==> src/rtl/exc_catch_ctl.sv <==
module exc_catch_ctl #(
  parameter bit          FULL_CTRL = 1'b1,
  parameter logic [3:0]  LVL_IMPL  = 4'hF,
  parameter bit          RST_CATCH = 1'b1,
  parameter int          ADDR_W    = 12,
  parameter logic [ADDR_W-1:0] REG_OFS = ADDR_W'('h098)
) (
  input  logic              clk,
  input  logic              cold_rst_n,
  input  logic              warm_rst_n,
  input  logic              core_pwr,
  input  logic              dbl_lock,
  input  logic              os_lock,
  input  logic              sw_lock,
  input  logic              bus_sel,
  input  logic              bus_wr,
  input  logic [ADDR_W-1:0] bus_addr,
  input  logic [31:0]       bus_wdata,
  output logic [31:0]       bus_rdata,
  output logic              bus_err,
  input  logic              ev_valid,
  input  logic [1:0]        ev_kind,
  input  logic [1:0]        ev_level,
  input  logic              ev_secure,
  output logic              catch_pulse
);
  localparam logic [31:0] WMASK    = FULL_CTRL ? 32'h0000_FFFF : 32'h0000_00FF;
  localparam logic [1:0]  K_ENTRY  = 2'd0;
  localparam logic [1:0]  K_RESET  = 2'd1;
  localparam logic [1:0]  K_RETURN = 2'd2;

  logic [31:0] ctrl_q;
  logic        catch_q;
  logic        ev_hit;

  wire avail = core_pwr && !dbl_lock && !os_lock;
  wire sel   = bus_sel && (bus_addr == REG_OFS);
  wire wr_ok = sel && avail && bus_wr && !sw_lock;

  assign bus_err   = sel && !avail;
  assign bus_rdata = (sel && avail) ? ctrl_q : 32'h0;

  always_ff @(posedge clk or negedge cold_rst_n)
    if (!cold_rst_n)  ctrl_q <= 32'h0;
    else if (wr_ok)   ctrl_q <= bus_wdata & WMASK;

  wire [3:0] coarse_v = ev_secure ? ctrl_q[3:0]  : ctrl_q[7:4];
  wire [3:0] ret_v    = ev_secure ? ctrl_q[11:8] : ctrl_q[15:12];
  wire       lvl_ok   = LVL_IMPL[ev_level];
  wire       c_bit    = coarse_v[ev_level];
  wire       r_bit    = ret_v[ev_level];

  always_comb begin
    unique case (ev_kind)
      K_ENTRY:  ev_hit = lvl_ok && c_bit;
      K_RESET:  ev_hit = lvl_ok && c_bit && RST_CATCH;
      K_RETURN: ev_hit = lvl_ok && (c_bit != r_bit);
      default:  ev_hit = 1'b0;
    endcase
  end

  always_ff @(posedge clk or negedge cold_rst_n)
    if (!cold_rst_n)      catch_q <= 1'b0;
    else if (!warm_rst_n) catch_q <= 1'b0;
    else                  catch_q <= ev_valid && ev_hit;

  assign catch_pulse = catch_q;


  upper_zero_chk: assert property (@(posedge clk) disable iff (!cold_rst_n)
    bus_rdata[31:16] == 16'h0);

  err_quiet_chk: assert property (@(posedge clk) disable iff (!cold_rst_n)
    bus_err |-> (bus_rdata == 32'h0));

  ro_keep_chk: assert property (@(posedge clk) disable iff (!cold_rst_n)
    (bus_sel && bus_wr && sw_lock) |=> $stable(ctrl_q));

  unimpl_chk: assert property (@(posedge clk) disable iff (!cold_rst_n)
    (ev_valid && !LVL_IMPL[ev_level]) |=> !catch_pulse);

  rst_off_chk: assert property (@(posedge clk) disable iff (!cold_rst_n)
    (ev_valid && ev_kind == K_RESET && !RST_CATCH) |=> !catch_pulse);

  pulse_cause_chk: assert property (@(posedge clk) disable iff (!cold_rst_n)
    catch_pulse |-> $past(ev_valid));

  warm_keep_chk: assert property (@(posedge clk) disable iff (!cold_rst_n)
    (!warm_rst_n && !bus_sel) |=> ($stable(ctrl_q) && !catch_pulse));
endmodule

==> config.mk <==
export PLATFORM = sky130hd
export DESIGN_NAME = exc_catch_ctl
export DESIGN_NICKNAME = d
export VERILOG_FILES = /design/src/rtl/exc_catch_ctl.sv
export SDC_FILE = /design/constraint.sdc
export NUM_CORES = 1
export LEC_CHECK = 0
export BUFFER_PORTS_ARGS = -buffer_cell sky130_fd_sc_hd__buf_2
export CORE_MARGIN = 1.5
export CORE_UTILIZATION = 34
export DETAILED_ROUTE_END_ITERATION = 8
export PLACE_DENSITY_LB_ADDON = 0.25
export SKIP_CTS_REPAIR_TIMING = 1
export SYNTH_ARGS = -nofsm -noshare
export SYNTH_HDL_FRONTEND = slang
export SYNTH_SLANG_ARGS = --single-unit
==> constraint.sdc <==
create_clock -name clk -period 1.35 [get_ports clk]
set_clock_uncertainty 0.05 [all_clocks]
set_input_delay 0.2025 -clock clk [delete_from_list [all_inputs] [get_ports clk]]
set_output_delay 0.2025 -clock clk [all_outputs]
set_load 0.02 [all_outputs]
# Word level (Yosys, flattened, before mapping)
# Index checks and enable logic that the tools add are counted.
dict set report totals {
  output_inout_bits 34
  register_bits 17
  wordCells 34
  inputBits 59
}
dict set report classes {
  n_lt_le_gt_ge 1
  n_reduce_logical 16
  n_eq_ne 4
  muxes 11
}
# operator n
set op_table {}
lappend op_table {{16-bit 2-to-1 mux} 1}
lappend op_table {{12-bit by 8-bit equality test with 1-bit output, second input constant} 1}
lappend op_table {{1-bit logical AND} 10}
lappend op_table {{4-bit 2-to-1 mux} 2}
lappend op_table {{1-bit binary-select mux with 2-bit select} 3}
lappend op_table {{1-bit logical NOT} 4}
lappend op_table {{1-bit 2-to-1 mux} 4}
lappend op_table {{2-bit by 3-bit less-than comparator with 1-bit output, second input constant} 1}
lappend op_table {{2-bit by 1-bit equality test with 1-bit output, second input constant} 1}
lappend op_table {{2-bit equality test, second input constant} 1}
lappend op_table {{2-bit logical NOT} 1}
lappend op_table {{1-bit case mux with 2 select lines} 1}
lappend op_table {{2-bit OR reduction} 1}
lappend op_table {{1-bit != test} 1}

# Longest topological paths before layout
# Gate-level depths: netlist (run 1).
dict set report depth {
  depth_word 8
  mapped_depth 5
  ltp_nobuf 4
}

# Worst setup path before layout (run 1)
# Ideal clock, no wire load.
dict set report synth_timing {
  path_type {in2reg}
  startpoint {in dbl_lock}
  endpoint {reg ctrl_q[0]}
  n_path_buf 1
  path_stages 4
  arrival_time_ns 1.605
  setup_time_ns 0.125
  t_required_ns 1.175
  slack_ns -0.429
  cell_sequence {or3b_1 -> nor4b_4 -> buf_6 -> mux2_2}
}
dict set report synth_between {
  elab_chain_cells 6
}
# element line_no
set synth_lines {}
lappend synth_lines {{start: declaration} 12} ;# input logic dbl_lock,
lappend synth_lines {{1-bit logical NOT} 36} ;# wire avail = core_pwr && !dbl_lock && !os_lock;
lappend synth_lines {{1-bit logical AND (2 in series)} 36}
lappend synth_lines {{1-bit logical AND (3 in series)} 38} ;# wire wr_ok = sel && avail && bus_wr && !sw_lock;
lappend synth_lines {{end signal: assignment} 45} ;# else if (wr_ok) ctrl_q <= bus_wdata & WMASK;
lappend synth_lines {{end: declaration} 32} ;# logic [31:0] ctrl_q;
# No other way between the ends.
# A chain may end at the register's enable or synchronous reset.

# Worst setup path in the final report (run 1)
dict set report layout_timing {
  startpoint {in bus_addr[0]}
  endpoint {reg ctrl_q[11]}
}
dict set report layout_between {
  elab_chain_cells 5
}
# element line_no
set layout_lines {}
lappend layout_lines {{start: declaration} 17} ;# input logic [ADDR_W-1:0] bus_addr,
lappend layout_lines {{12-bit by 8-bit equality test with 1-bit output} 37} ;# wire sel = bus_sel && (bus_addr == REG_OFS);
lappend layout_lines {{1-bit logical AND} 37}
lappend layout_lines {{1-bit logical AND (3 in series)} 38}
# No other way between the ends.

==> metrics, run 1 <==
outcome complete, but fails checks; violated checks negative setup slack; sw frac 0.2502; Clock Tree Root clkbuf_4; NetSw around 0.23 mW; Avg Cell Area, Syn around 12 um^2; asr flop ratio synth 1.000; dpl cells 208; IO Count 93; vias in the first global route approximately 860; CTS tree done; final core utilization 0.5635; initial drt markers 11; CP Max Fanout 16; multi-input logic area 640.6 um^2; Critical Path RT 1.47 ns; dominant synthesized flop cell dfrtp_1; leakage 0.9255 nW; DP Wirelength 1.947 mm; element type at the critical path end flip-flop; CTS sink cnt 17; Min Hold Slack 0.09788 ns; Slew Limit Fails 0; final cell count without fillers 214; RSZ-0062 raised after global routing yes; Final setup viols 34; placed cell area between 1500 and 2000 um^2; cts bufs inserted 3; core area 3053 um^2; Peak supply drop 0.5071 mV; setup ws final -0.2659 ns; number of diodes 0; final instance area 1720 um^2; CP Data Arrival Time 1.74 ns; die height 59.65 um; clock-pin slew on the worst setup and hold paths roughly 0.09 ns; Synth cell types 25; Max Cap Viol 0; worst slack at placement -0.4511 ns; Startpoint Class primary input; Seq/Total Area, Yosys 0.3899; Power Internal 0.6961 mW; total number of vias 933; fin crit period 1.616 ns; layout cells sized above 1 0.7176; cells after synthesis 92; row count 20; Tcrit/Tclk final 1.197; largest net degree at the start of global routing 18; Synth Register Bits 17; Post-synth EDFFs 0; Ys Warns 0; first-pass GRT wire length 3.684 mm; gr usage total 0.1395; GPL Wtd Cong 0.7592; gr ovfl total 0; Mapped Area 1091 um^2; setup TNS -7.549 ns; Worst Hold Class primary input to flip-flop; Final Hold Fails 0; critical setup path kind primary input to flip-flop; vias per cell approximately 4.4; Die Area 3558 um^2; CTS Buffer Depth 2; drt drc 0; post-route antenna net violation count 0; Avg WL per Cell 11.89 um; Max Freq approximately 620 MHz; Final #Nets 230; Initial Util 0.3574; initial antenna violation count 0; drt total wl roughly 2.5 mm; Reg power frac 0.549; register area between 400 and 500 um^2; H-tree depth 1; Power Total 0.9284 mW; IO buf count 60; Die X 59.65 um; FILL cells 295; Clock Power Share 0.280; power share of the combinational group 0.171; DR pass1 iterations 4; P&R area growth vs syn 57.68%; cell area power density around 540 nW/um^2; worst skew pair latency 0.28 ns
[layer usage]
layer  global-route usage  wire [um]  vias to the layer above
met3              0.05022        155                        4
met2               0.2593       1423                       37
met5                    0          0                        -
met1               0.1456        924                      445
li1                     -          -                      447
met4              0.03810         42                        0
[layout make-up]
cell class,count,share of cell area
multi-input combinational,71,0.3724
timing repair buffer,77,0.3309
sequential,17,0.2473
tap,44,0.03200
clock buffer,4,0.01527
inverter,1,0.002182
[worst paths after layout]
| path | end | cells past startpoint | startpoint | slack, ns |
|---|---|---|---|---|
| min in group asynchronous | catch_pulse | 2 | cold_rst_n | 0.33 |
| max in group asynchronous | ctrl_q[4] | 2 | cold_rst_n | 0.65 |
| worst max register to register | catch_pulse | 4 | ctrl_q[2] | -0.12 |
| worst min register to register | ctrl_q[12] | 1 | ctrl_q[12] | 0.49 |
| worst min-delay path | ctrl_q[10] | 2 | bus_wdata[10] | 0.1 |
| worst max-delay path | ctrl_q[11] | 7 | bus_addr[0] | -0.27 |
[worst max-delay path, cell delays in order]
cell and delay, ns:
buf_2 0.10, and4bb_2 0.30, nand4_2 0.16, buf_4 0.18, nor4b_4 0.26, buf_12 0.19, mux2_2 0.34
[power groups by stage]
stage               combinational [mW]  sequential [mW]  clock (mW)
finish                           0.159            0.509       0.260
global route                     0.174            0.510       0.306
CTS                              0.149            0.510       0.278
detailed placement               0.149            0.520           0
global placement                 0.146            0.520           0
floorplan                       0.0989            0.520           0
[synthesized netlist by cell type (2+ instances only)]
master | number | share of area
mux2_2 | 18 | 0.19
nor3b_1 | 2 | 0.014
dfrtp_1 | 17 | 0.39
mux4_2 | 3 | 0.062
nor2_1 | 2 | 0.0069
and2_1 | 16 | 0.092
buf_4 | 16 | 0.11
[flip-flops by register name, summed over array words and instances, names as in the netlist]
register / flops
catch_pulse: 1
ctrl_q: 16
[logic make-up (layout without fill, tap and decap cells)]
kind of cell           Yosys count  count (layout)  share of synthesized area
and+or+nand+nor                 30              30                     0.2053
DFF                             17              17                     0.3899
buffers and inverters           19              82                     0.1273
AOI/OAI and AO/OA                3               3                    0.01720
muxes                           22              22                     0.2569
other                            1              16                   0.003437
[layout by cell type (no fill, tap or decap), types with 2 or more instances in the layout]
master and n:
clkbuf_4 3, buf_6 21, conb_1 16, nor4b_4 2
mux2_2 18, and2_2 4, and2_4 9, mux4_2 3
dfrtp_1 17, buf_2 41, and2_1 3, buf_4 13
Note: power is estimated with default switching activity, not from simulation.
==> inputs of run 2 (changes only) <==
==> constraint.sdc (replaced) <==
create_clock -name clk -period 1.35 [get_ports clk]
set_clock_uncertainty 0.05 [all_clocks]
set_input_delay 0.0675 -clock clk [delete_from_list [all_inputs] [get_ports clk]]
set_output_delay 0.0675 -clock clk [all_outputs]
set_load 0.02 [all_outputs]
==> run 2 against run 1 <==
  * The run still ends with negative setup slack left
  * Hold slack worse by 0.079 ns
  * Via count rose by 9.8%
  * Combinational power rose by 31%
  * Sequential share of layout area decreased by 3.9 points
  * Highest routed layer unchanged
==> metrics, run 2 (synthesis gave the netlist of run 1 again) <==
Die Area 3558 um^2; R2R Setup Slk -0.09 ns; routed length on met2 between 1.5 and 2 mm; peak per-stage delay on the critical path 0.34 ns; CP max-delay cell mux2_2; H-tree depth 1; Final Hold Fails 0; worst skew pair latency 0.30 ns; CP Max Fanout 8; core area 3053 um^2; commonest non-fill, non-tap cell in the layout buf_2; CTS sink cnt 17; final core utilization 0.6701; setup TNS -3.096 ns; cell area power density 483.8 nW/um^2; worst hold stages 4; die height 59.65 um; layout cells sized above 1 0.6736; initial drt markers 7; Initial Util 0.3574; max reg flops 16; violated checks negative setup slack; critical setup path kind primary input to flip-flop; element type at the critical path end flip-flop; GPL Wtd Cong between 0.7 and 0.8; post-route antenna net violation count 0; CTS tree done; Worst Hold Class primary input to flip-flop; gr ovfl total 0; R2R Path Start ctrl_q[6]; Die X 59.65 um; IO buf count 60; Critical Path RT 1.48 ns; DR pass1 iterations 4; NetSw between 0.2 and 0.3 mW; Final #Nets 253; vias in the first global route approximately 850; RSZ-0062 raised after global routing yes; cts bufs inserted 3; initial antenna violation count 0; Largest Register ctrl_q; Startpoint Class primary input; setup ws final -0.1438 ns; largest net degree at the start of global routing 18; number of diodes 0; total number of vias between 1k and 1.5k; drt total wl around 3.1 mm; clock-pin slew on the worst setup and hold paths 0.09 ns; routed length on met3 140 um; CP Data Arrival Time 1.62 ns; Slew Limit Fails 0; drt drc 0; most frequent cells in the layout buf_2, buf_6, dlygate4sd3_1; P&R area growth vs syn 87.50%; Clock Tree Root clkbuf_4; Clock Power Share 0.275; CTS Buffer Depth 2; highest routed layer met4; vias per cell between 4 and 5; IO Count between 90 and 100; gr usage total 0.1455; reg-to-reg endpoint catch_pulse; Avg WL per Cell approximately 13 um; outcome complete, but fails checks; worst hold endpoint catch_pulse; Hold Startpoint ev_kind[1]; CP Cell Sequence buf_2, and4bb_2, nand4_4, buf_6, nor4b_4, buf_4, buf_12, mux2_2; Final setup viols 33; Tcrit/Tclk final 1.107; worst slack at placement -0.3183 ns; first-pass GRT wire length 3.808 mm; Max Cap Viol 0; Power Internal 0.7288 mW; Met1 Wirelength 1.205 mm; Reg power frac 0.515; row count 20; fin crit period 1.494 ns; Max Freq approximately 670 MHz; R2R depth 4; Peak supply drop 0.4107 mV; power share of the combinational group 0.210; sw frac 0.2635; leakage 1.058 nW
run 2: how the worst max path moves through the flow:
stage / startpoint / to / slack (ns) / cells past startpoint
finish: bus_addr[1] / ctrl_q[7] / -0.14 / 8
global route: bus_addr[8] / bus_rdata[2] / -0.20 / 8
CTS: bus_addr[6] / bus_rdata[1] / -0.19 / 8
detailed placement: bus_addr[6] / ctrl_q[7] / -0.32 / 6
global placement: bus_addr[6] / ctrl_q[14] / -0.26 / 6
floorplan: dbl_lock / ctrl_q[0] / -0.27 / 4
run 2: through the flow:
step	cell area, um^2	power [mW]	instances	hold WS, ns
2_1_floorplan	1156	0.6193	107	-0.2781
3_3_place_gp	1501	0.6633	208	-0.04503
3_5_place_dp	1501	0.6659	208	-0.04096
4_1_cts	1529	0.9314	212	-0.3683
5_1_grt	2046	1.047	237	0.01327
6_report	2046	0.9897	237	0.01839
run 2: cell type report:
cell class | count | area, um^2
clock inverter | 1 | 5.005
timing repair buffer | 100 | 814.5
clock buffer | 3 | 22.52
inverter | 1 | 3.754
multi-input combinational | 71 | 719.4
fill | 225 | 1007
sequential | 17 | 425.4
tap | 44 | 55.05
run 2: routing by layer:
| layer | track usage | up-vias |
|---|---|---|
| li1 | - | 491 |
| met1 | 0.1680 | 493 |
| met2 | 0.2516 | 36 |
| met3 | 0.05459 | 4 |
| met4 | 0.03810 | 0 |
| met5 | 0 | - |
run 2: critical path, delay by kind of cell:
family / cells / cell delay, ns
simple gates: 3 / 0.65
buf+inv: 4 / 0.56
mux: 1 / 0.34
run 2: power groups by stage:
| stage | sequential, mW | clock (mW) | combinational, mW |
|---|---|---|---|
| floorplan | 0.520 | 0 | 0.0989 |
| CTS | 0.510 | 0.275 | 0.147 |
| finish | 0.510 | 0.273 | 0.208 |
| detailed placement | 0.520 | 0 | 0.146 |
| global placement | 0.520 | 0 | 0.144 |
| global route | 0.510 | 0.312 | 0.225 |
==> inputs of run 3 (changes only) <==
--- a/config.mk
+++ b/config.mk
@@ -6,9 +6,12 @@
 export NUM_CORES = 1
 export LEC_CHECK = 0
 export BUFFER_PORTS_ARGS = -buffer_cell sky130_fd_sc_hd__buf_2
+export CELL_PAD_IN_SITES_DETAIL_PLACEMENT = 1
+export CELL_PAD_IN_SITES_GLOBAL_PLACEMENT = 2
 export CORE_MARGIN = 1.5
-export CORE_UTILIZATION = 34
+export CORE_UTILIZATION = 18
 export DETAILED_ROUTE_END_ITERATION = 8
+export MAX_ROUTING_LAYER = met4
 export PLACE_DENSITY_LB_ADDON = 0.25
 export SKIP_CTS_REPAIR_TIMING = 1
 export SYNTH_ARGS = -nofsm -noshare
==> run 3 against run 2 <==
  * Sequential power is essentially flat
  * Flip-flop and latch count is the same
  * Combinational power shrank 14%
  * Hold slack lost 0.020 ns
  * Final cell count grew 6.3%
  * Wire length grew 5.9%
  * The run ends with negative hold slack, negative setup slack left
  * Utilization shrank 35 points
==> metrics, run 3 (synthesis gave the netlist of run 1 again) <==
FILL cells slightly below 700; clock-pin slew on the worst setup and hold paths 0.07 ns; Max Cap Viol 0; post-route antenna net violation count 0; worst hold endpoint ctrl_q[15]; final instance area 1863 um^2; DP Wirelength 2.408 mm; gr usage total 0.09460; Hold Startpoint bus_wdata[15]; Avg WL per Cell 13.14 um; CP Cell Sequence mux4_2, mux2i_1, nor3_1, nor3b_1; Die Area 6538 um^2; die height 80.86 um; critical setup path kind flip-flop to flip-flop; Final setup viols 33; Min Hold Slack -0.001324 ns; Critical Path RT around 1.5 ns; multi-input logic area about 650 um^2; R2R depth 4; total number of vias 965; RSZ-0062 raised after global routing yes; worst skew pair latency 0.26 ns; CP Max Fanout 3; Slew Limit Fails 0; fin crit period 1.456 ns; initial antenna violation count 0; reg-to-reg endpoint catch_pulse; number of diodes 0; leakage a little under 1 nW; Largest Register ctrl_q; vias per cell about 3.8; max reg flops 16; worst hold stages 2; register area around 430 um^2; first-pass GRT wire length 4.485 mm; drt total wl ~3.3 mm; commonest non-fill, non-tap cell in the layout buf_2; Max Freq around 700 MHz; most frequent cells in the layout buf_2, buf_6, mux2_2; IO Count 93; element type at the critical path end flip-flop; CP max-delay cell mux4_2; CTS sink cnt 17; R2R Setup Slk -0.11 ns; violated checks negative hold slack, negative setup slack; peak per-stage delay on the critical path 0.48 ns; Worst Hold Class primary input to flip-flop; R2R Path Start ctrl_q[7]; CP top delay family multiplexers; CTS Buffer Depth 2; outcome complete, but fails checks; initial drt markers 9; CP Data Arrival Time 1.58 ns; setup TNS -1.687 ns; Final Hold Fails 1; layout cells sized above 1 0.7119; cts bufs inserted 3; gr ovfl total 0; placed cell area 1560 um^2; drt drc 0; CTS tree done; Startpoint Class flip-flop; Die X 80.86 um; largest net degree at the start of global routing 18; row count 28; Clock Tree Root clkbuf_8; IO buf count 60; Peak supply drop 0.2384 mV; core area 5886 um^2; GPL Wtd Cong 0.6809; Tcrit/Tclk final 1.079; cell area power density 576.7 nW/um^2; P&R area growth vs syn 70.76%; CP bufs+invs 0; H-tree depth 1; Final #Nets 237; vias in the first global route approximately 950; setup ws final -0.1061 ns; Initial Util 0.1854; DR pass1 iterations 4
## run 3: report_power, final
| part | switching, mW | leakage, nW | internal [mW] |
|---|---|---|---|
| Combinational | 0.0934 | 0.715 | 0.0853 |
| Clock | 0.176 | 0.0228 | 0.210 |
| Sequential | 0.000147 | 0.238 | 0.510 |
## run 3: how the worst max path moves through the flow
| stage | from | endpoint | slack [ns] | cells past startpoint |
|---|---|---|---|---|
| floorplan | dbl_lock | ctrl_q[0] | -0.27 | 4 |
| global placement | bus_addr[6] | ctrl_q[14] | -0.26 | 6 |
| detailed placement | bus_addr[6] | ctrl_q[0] | -0.29 | 6 |
| CTS | bus_addr[6] | bus_rdata[0] | -0.17 | 8 |
| global route | ctrl_q[7] | catch_pulse | -0.20 | 4 |
| finish | ctrl_q[7] | catch_pulse | -0.11 | 4 |
## run 3: per-stage QoR
step | util | instances | power, mW | setup WS (ns)
floorplan | - | 107 | 0.6193 | -0.2750
global placement | 0.2651 | 240 | 0.6745 | -0.2649
detailed placement | 0.2651 | 240 | 0.6763 | -0.2888
CTS | 0.2727 | 244 | 1.071 | -0.1662
global route | 0.3165 | 252 | 1.119 | -0.2049
finish | 0.3165 | 252 | 1.074 | -0.1061
## run 3: per-layer routing
metal / vias up / global-route usage / part of all wire
met5: - / - / 0
met4: 0 / 0.03621 / 0.012
met3: 5 / 0.02247 / 0.053
met2: 40 / 0.1450 / 0.52
met1: 460 / 0.1203 / 0.41
li1: 460 / - / -
## run 3: cell type report
class,instances,area share
inverters,1,0.002015
multi-input cells,71,0.3492
flip-flops and latches,17,0.2283
well taps,75,0.05037
repair buffers,84,0.3459
clock buffers,4,0.02418
